File: config.mk
export PLATFORM = sky130hd
export DESIGN_NAME = sdr_burst_engine
export DESIGN_NICKNAME = d
export VERILOG_FILES = /design/src/rtl/sdr_burst_pkg.sv /design/src/rtl/sdr_cke_sync.sv /design/src/rtl/sdr_burst_ctrl.sv /design/src/rtl/sdr_word_store.sv /design/src/rtl/sdr_read_stage.sv /design/src/rtl/sdr_burst_engine.sv
export SDC_FILE = /design/constraint.sdc
export NUM_CORES = 1
export LEC_CHECK = 0
export ABC_CLOCK_PERIOD_IN_PS = 5200
export CAP_MARGIN = 30
export CORE_AREA = 2 2 238 240
export CTS_CLUSTER_SIZE = 16
export DETAILED_ROUTE_END_ITERATION = 10
export DIE_AREA = 0 0 240 242
export PLACE_DENSITY = 0.66
export SLEW_MARGIN = 0
export SYNTH_ARGS = -nofsm -noshare
export SYNTH_HDL_FRONTEND = slang
export SYNTH_HIERARCHICAL = 1
export SYNTH_SLANG_ARGS = --single-unit
export TNS_END_PERCENT = 5
File: constraint.sdc
create_clock -name clk -period 5.2 [get_ports clk]
set_clock_uncertainty 0.1 [all_clocks]
set_input_delay 0.52 -clock clk [delete_from_list [all_inputs] [get_ports clk]]
set_output_delay 0.52 -clock clk [all_outputs]
set_load 0.05 [all_outputs]
File: src/rtl/sdr_burst_pkg.sv
package sdr_burst_pkg;
  typedef enum logic {
    DIR_RD = 1'b0,
    DIR_WR = 1'b1
  } burst_dir_e;
endpackage

File: src/rtl/sdr_cke_sync.sv
module sdr_cke_sync #(
  parameter logic RESET_LEVEL = 1'b1
) (
  input  logic clk,
  input  logic rst_n,
  input  logic cke_in,
  output logic cke_eff
);
  // one register stage gives the one-clock enable latency
  always_ff @(posedge clk) begin
    if (!rst_n) cke_eff <= RESET_LEVEL;
    else        cke_eff <= cke_in;
  end
endmodule

File: src/rtl/sdr_burst_ctrl.sv
module sdr_burst_ctrl
  import sdr_burst_pkg::*;
#(
  parameter int COL_W     = 4,
  parameter int BURST_LEN = 4
) (
  input  logic             clk,
  input  logic             rst_n,
  input  logic             cke_eff,
  input  logic             cmd_valid,
  input  logic             cmd_write,
  input  logic [COL_W-1:0] cmd_col,
  output logic             busy,
  output logic             beat_fire,
  output burst_dir_e       beat_dir,
  output logic [COL_W-1:0] beat_col,
  output logic             done_q,
  output logic             err_q
);
  localparam int BEAT_W = (BURST_LEN > 1) ? $clog2(BURST_LEN) : 1;

  logic [BEAT_W-1:0] cnt_q;
  logic [COL_W-1:0]  base_q;
  burst_dir_e        dir_q;
  logic              last_beat;
  logic [BEAT_W-1:0] low_col;

  assign beat_fire = busy && cke_eff;
  assign last_beat = (cnt_q == BEAT_W'(BURST_LEN - 1));
  assign beat_dir  = dir_q;
  assign low_col   = base_q[BEAT_W-1:0] + cnt_q;

  generate
    if (COL_W > BEAT_W) begin : g_grouped
      assign beat_col = {base_q[COL_W-1:BEAT_W], low_col};
    end else begin : g_flat
      assign beat_col = low_col;
    end
  endgenerate

  always_ff @(posedge clk) begin
    if (!rst_n) begin
      busy   <= 1'b0;
      dir_q  <= DIR_RD;
      base_q <= '0;
      cnt_q  <= '0;
      done_q <= 1'b0;
      err_q  <= 1'b0;
    end else begin
      done_q <= beat_fire && last_beat;
      err_q  <= cmd_valid && busy;
      if (!busy && cmd_valid) begin
        busy   <= 1'b1;
        dir_q  <= cmd_write ? DIR_WR : DIR_RD;
        base_q <= cmd_col;
        cnt_q  <= '0;
      end else if (beat_fire) begin
        cnt_q <= cnt_q + BEAT_W'(1);
        if (last_beat) busy <= 1'b0;
      end
    end
  end

  AST_CNT_FROZEN: assert property (@(posedge clk) disable iff (!rst_n)
    busy && !cke_eff |=> $stable(cnt_q)) else $error("counter moved while suspended");

  AST_BUSY_IGNORE: assert property (@(posedge clk) disable iff (!rst_n)
    busy && cmd_valid |=> $stable(dir_q) && $stable(base_q)) else $error("command taken mid-burst");

  AST_DONE_SINGLE: assert property (@(posedge clk) disable iff (!rst_n)
    done_q |=> !done_q) else $error("done longer than one cycle");
endmodule

File: src/rtl/sdr_word_store.sv
module sdr_word_store #(
  parameter int DATA_W = 32,
  parameter int COL_W  = 4
) (
  input  logic              clk,
  input  logic              rst_n,
  input  logic              wr_en,
  input  logic [COL_W-1:0]  col,
  input  logic [DATA_W-1:0] wr_word,
  output logic [DATA_W-1:0] rd_word
);
  localparam int DEPTH = 1 << COL_W;

  logic [DATA_W-1:0] mem_q [DEPTH];

  always_ff @(posedge clk) begin
    if (!rst_n) begin
      for (int i = 0; i < DEPTH; i++) mem_q[i] <= '0;
    end else if (wr_en) begin
      mem_q[col] <= wr_word;
    end
  end

  assign rd_word = mem_q[col];
endmodule

File: src/rtl/sdr_read_stage.sv
module sdr_read_stage #(
  parameter int DATA_W = 32
) (
  input  logic              clk,
  input  logic              rst_n,
  input  logic              cke_eff,
  input  logic              rd_en,
  input  logic [DATA_W-1:0] word,
  output logic              rd_valid,
  output logic [DATA_W-1:0] rd_data
);
  always_ff @(posedge clk) begin
    if (!rst_n) begin
      rd_valid <= 1'b0;
      rd_data  <= '0;
    end else if (rd_en) begin
      rd_valid <= 1'b1;
      rd_data  <= word;
    end else if (cke_eff) begin
      rd_valid <= 1'b0;
    end
  end

  AST_RD_HOLD: assert property (@(posedge clk) disable iff (!rst_n)
    !cke_eff |=> $stable(rd_data) && $stable(rd_valid)) else $error("read bus moved while suspended");
endmodule

File: src/rtl/sdr_burst_engine.sv
module sdr_burst_engine
  import sdr_burst_pkg::*;
#(
  parameter int DATA_W    = 32,
  parameter int COL_W     = 4,
  parameter int BURST_LEN = 4
) (
  input  logic              clk,
  input  logic              rst_n,
  input  logic              cke_in,
  input  logic              cmd_valid,
  output logic              cmd_ready,
  input  logic              cmd_write,
  input  logic [COL_W-1:0]  cmd_col,
  input  logic              wr_valid,
  input  logic [DATA_W-1:0] wr_data,
  output logic              rd_valid,
  output logic [DATA_W-1:0] rd_data,
  output logic              burst_done,
  output logic              cmd_err
);
  logic             cke_eff;
  logic             busy;
  logic             beat_fire;
  burst_dir_e       beat_dir;
  logic [COL_W-1:0] beat_col;
  logic [DATA_W-1:0] store_word;
  logic             wr_en;
  logic             rd_en;

  sdr_cke_sync #(.RESET_LEVEL(1'b1)) u_cke (
    .clk(clk), .rst_n(rst_n), .cke_in(cke_in), .cke_eff(cke_eff)
  );

  sdr_burst_ctrl #(.COL_W(COL_W), .BURST_LEN(BURST_LEN)) u_ctrl (
    .clk(clk), .rst_n(rst_n), .cke_eff(cke_eff),
    .cmd_valid(cmd_valid), .cmd_write(cmd_write), .cmd_col(cmd_col),
    .busy(busy), .beat_fire(beat_fire), .beat_dir(beat_dir),
    .beat_col(beat_col), .done_q(burst_done), .err_q(cmd_err)
  );

  assign wr_en     = beat_fire && (beat_dir == DIR_WR) && wr_valid;
  assign rd_en     = beat_fire && (beat_dir == DIR_RD);
  assign cmd_ready = !busy;

  sdr_word_store #(.DATA_W(DATA_W), .COL_W(COL_W)) u_store (
    .clk(clk), .rst_n(rst_n), .wr_en(wr_en), .col(beat_col),
    .wr_word(wr_data), .rd_word(store_word)
  );

  sdr_read_stage #(.DATA_W(DATA_W)) u_rd (
    .clk(clk), .rst_n(rst_n), .cke_eff(cke_eff), .rd_en(rd_en),
    .word(store_word), .rd_valid(rd_valid), .rd_data(rd_data)
  );

  AST_NO_WR_SUSPEND: assert property (@(posedge clk) disable iff (!rst_n)
    wr_en |-> cke_eff) else $error("write while suspended");

  AST_READY_AFTER_DONE: assert property (@(posedge clk) disable iff (!rst_n)
    burst_done |-> cmd_ready) else $error("still busy at done");
endmodule

# After elaboration in Yosys (flattened, before gate mapping)

Memory sizes are Yosys's and may differ from the RTL's. A register that Yosys moved wholly into a read port is not among the register bits.
Cells that the tools add are included.

Add/subtract/negate cells: 2
Eq/ne operators: 1
Muxes and demuxes: 13
Bitwise operators: 2
Reductions and logical operators: 15

Operators by type and width:

| cell                                                           | count |
|---|---|
| 32-bit two-way mux                                             | 1 |
| 32-bit OR reduction                                            | 1 |
| 1-bit two-way mux                                              | 11 |
| 1-bit logical AND                                              | 7 |
| 2-bit nonzero test                                             | 3 |
| 4-bit two-way mux                                              | 1 |
| 2-bit by 1-bit adder with 2-bit output (second input constant) | 1 |
| 2-bit adder                                                    | 1 |
| 2-bit equality test (second input constant)                    | 1 |
| 1-bit zero test                                                | 2 |
| 1-bit NOT                                                      | 2 |
| 2-bit AND reduction                                            | 1 |
| 2-bit OR reduction                                             | 1 |

Bits in registers: 12
RAM bits: 512
Input port bits: 42
Logic and storage cells: 42
Memories kept: 1

Memories:

| memory        | words | bits a word | read ports | clocked after memory_dff | wr ports | RTL line             | text |
|---|---|---|---|---|---|---|---|
| u_store.mem_q | 16    | 32          | 1          | 1                        | 16       | sdr_word_store.sv:14 | `logic [DATA_W-1:0] mem_q [DEPTH];` |

# Longest topological paths before layout

Word-level depth: 8
Gate-level depth with buffers: 11
Mapped depth without buffers: 8

# Modules after synthesis

Netlist, hierarchy kept.

By module, submodules not included:

| module           | times used | cells an instance | area each (sq um) | sequential area each (sq um) |
|---|---|---|---|---|
| sdr_word_store   | 1          | 1418              | 22894.5           | 15374.7 |
| sdr_read_stage   | 1          | 106               | 1277.5            | 660.6 |
| sdr_burst_ctrl   | 1          | 42                | 444.2             | 200.2 |
| sdr_cke_sync     | 1          | 2                 | 26.3              | 20.0 |
| sdr_burst_engine | 1          | 3                 | 20.0              | 0.0 |

# Least setup slack after synthesis

Ideal clock, no wire load.

Kind: flip-flop to flip-flop
Start: reg u_ctrl.cnt_q[0]
End: mem u_store.mem_q[13][0] (enable)
Library setup time: 0.466 ns
Arrival time: 3.478 ns
Setup slack: 1.156 ns
Stages on the path, launching flop included: 7
Period minus slack after synthesis: 4.044 ns
Path through: dfxtp_1 > ha_1 > xnor2_1 > xnor2_1 > buf_2 > nand2b_1 > o21ai_0

RTL lines:

| element                  | RTL line             | text |
|---|---|---|
| start: declaration       | sdr_burst_ctrl.sv:22 | `logic [BEAT_W-1:0] cnt_q;` |
| start signal: assignment | sdr_burst_ctrl.sv:58 | `cnt_q <= cnt_q + BEAT_W'(1);` |
| end: declaration         | sdr_word_store.sv:14 |  |

==> reports/results.txt <==
CTS buffer count - 57
Post-Syn Area - 24,700 um2
Crit Reg-Reg Endpoint - u_store/mem_q[12][24]$_SDFFCE_PN0P_
Startpoint types - register
Fill cell count - 4,596
DRC - 0
Min-delay worst type - input port to register
Share of the synthesized area in the top cell type - 62.3%
Global-route wire length before repair - 93.2 mm
FP Rows - 87
DR pass1 iterations - 7
Proportion of layout cells with a drive suffix above 1 - 18.6%
Slew Limit Fails - 0
Number of buffers inserted by port buffering - 77
Max-cap violation count - 0
# IOs - 78
Slew HR - 30.5%
DRT iter0 DRCs - 1,420
Layout Area Growth over Synthesis - 14.9%
Post-synth top cells - and2_1 (513), edfxtp_1 (512), mux4_2 (128)
Initial core utilization - 44.3%
Final Hold Fails - 0
Root buf cell - clkbuf_16
Die height - 242 um
Setup violations, final - 0
Setup ws final - 1490 ps
Largest area contributor in the netlist - edfxtp_1
Avg WL per Cell - 25.8 um
Total number of vias - 13,400
Final Cell Area - 28,300 um2
Slowest CP cell - nand2b_2
Main area contributors after synthesis - edfxtp_1 (62%), and2_1 (13%), mux4_2 (12%)
Main synth FF type - edfxtp_1
Worst Setup SP - u_ctrl/busy$_SDFFE_PN0P_
Detail Placement HPWL - 36.0 mm
Worst Path Arrival - 3830 ps
Leading cell type by number of instances after synthesis - and2_1
DP Area - 26,400 um2
Final nets - 1,656
Fraction of registers with async set/reset - 0%
Reg-to-reg slack, setup - 1490 ps
Critical path capture point type - register
Initial antenna violation count - 3
P_leak - 10.0 nW
Worst Tran Pin Value - 1040 ps
FMAX - 270 MHz
Hold Path Sink - u_rd/rd_data[4]$_SDFFE_PN0P_
Total Routing Usage GR - 21.9%
Critical Path Fanout Max - 32
GPL Wtd Cong - 0.769
Worst Reg-to-Reg Cells - 6
Register area share after synthesis - 65.9%
Global route overflow - 0
Pwr dens - 364 nW/um2
Syn Inst Count - 1,571
Hold Path Depth - 2
Largest net degree at the start of global routing - 101
Reg clk slew, reported paths - 60 ps
Synth warn - 6
Clock buffer depth - 3
Hold path start - rst_n
Final worst path period need - 3710 ps
Post-CTS Resized - 0
Area of the multi-input gates - 7970 um2
CP Class - register to register
Syn Nets - 1,615
Critical path, cell by cell - and2_1, and3_2, nand4_1, nor3_4, buf_16, nand2b_2
Storage cell area - 16,300 um2
Fin crit share - 71.3%
DIE WIDTH - 240 um
CTS Hold Bufs - 0
DP Cell Count - 2,309
Routed vias/inst - 5.56
Hold slack - 323 ps
Die Area - 58,100 um2
Max VDD drop - 0.000246 V
Post-synthesis cell type count - 34
Wirelength, routed - 62.4 mm
CTS tree - built
Total Neg Setup Slack - 0 ps
# Post-CTS Setup Buffers - 0
Vias in the first global route - 14,000
RSZ-0062 raised after global routing - false
Seq cells post-synth - 556
CORE AREA - 55,700 um2
Synthesized area per cell - 15.7 um2
FF-to-FF Start - u_ctrl/busy$_SDFFE_PN0P_
Post-route ant nets - 0
Post-synth EDFFs - 512
Status - finished clean
Slowest stage delay, CP - 750 ps
DP Worst Slack - 1010 ps
Clock H-tree levels - 2
Clock sink count - 556
Final non-filler cell total - 2,417
Worst-skew pair later-pin latency - 620 ps
Critical Path RT - 5320 ps
-- worst max-delay path, delay by kind of cell, from the launching register on --
family	cells	cell delay [ps]
simple gates	5	2520
buf+inv	1	230
flops	1	460
-- cells in the final DEF, fill, tap and decap left out, types with 3 or more instances in the layout --
cell type / n
and2_1: 513
edfxtp_1: 512
mux4_2: 128
clkdlybuf4s50_1: 76
a22oi_1: 64
clkbuf_16: 59
dfxtp_1: 44
mux2i_1: 38
nor2b_1: 38
buf_4: 35
nand2_1: 33
clkinv_2: 12
o21ai_4: 12
nor2_2: 10
clkinv_1: 9
bufinv_16: 8
clkbuf_1: 7
clkinvlp_4: 6
buf_12: 6
nor3_4: 4
nand2b_2: 4
clkinv_4: 3
nor2_4: 3
buf_16: 3
-- kinds of logic (layout without fill, tap and decap cells) --
group,after synthesis,count (layout),share of synthesized area [%]
adder cells (fa/ha/maj),2,2,0.101
flip-flops,556,556,65.9
AO/OA/AOI/OAI,81,81,2.30
buffers and inverters,139,228,2.82
XOR/XNOR,3,3,0.107
other,0,1,0
multiplexers,166,166,13.2
AND/OR/NAND/NOR,624,624,15.5
-- flip-flops by register name (all words and copies together), names as in the netlist --
name	count
u_store/mem_q	512
u_rd/rd_data	32
u_ctrl/base_q	4
u_ctrl/cnt_q	2
u_cke/cke_eff	1
u_ctrl/beat_dir	1
u_ctrl/busy	1
u_ctrl/done_q	1
u_ctrl/err_q	1
u_rd/rd_valid	1
-- worst max path at each step --
stage	endpoint	slack [ps]	cells past startpoint
floorplan	u_store/mem_q[13][0]$_SDFFCE_PN0P_	1160	6
global placement	u_store/mem_q[12][21]$_SDFFCE_PN0P_	1010	5
detailed placement	u_store/mem_q[4][9]$_SDFFCE_PN0P_	1010	6
CTS	u_store/mem_q[12][24]$_SDFFCE_PN0P_	1500	6
global route	u_store/mem_q[12][24]$_SDFFCE_PN0P_	1280	6
finish	u_store/mem_q[12][24]$_SDFFCE_PN0P_	1490	6
-- report_power, final --
part / switching, mW / leakage [nW] / internal, mW / total, mW
Clock: 1.76 / 0.942 / 2.50 / 4.25
Combinational: 0.573 / 3.43 / 0.398 / 0.971
Sequential: 0.0551 / 5.63 / 5.02 / 5.08
-- layout make-up --
type | instances | share of cell area [%]
clock inverters | 39 | 1.46
clock buffers | 68 | 5.40
flip-flops and latches | 556 | 57.4
well taps | 756 | 3.34
multi-input cells | 876 | 28.1
inverters | 1 | 0.0132
diodes | 1 | 0.00883
repair buffers | 120 | 4.33
-- stage by stage --
stage	utilization (%)	power, mW
detailed placement	47.4	6.15
finish	50.9	10.3
global route	50.9	10.6
floorplan	-	5.82
CTS	50.9	10.4
global placement	47.1	6.13
-- layer usage --
| layer | vias to the layer above | track usage (%) | share of wire [%] |
|---|---|---|---|
| li1 | 5857 | - | - |
| met1 | 7016 | 30.3 | 42 |
| met2 | 478 | 36.7 | 50 |
| met3 | 85 | 3.27 | 6.3 |
| met4 | 0 | 5.12 | 2.1 |
| met5 | - | 0 | 0 |
Note: power is estimated with default switching activity, not from simulation.
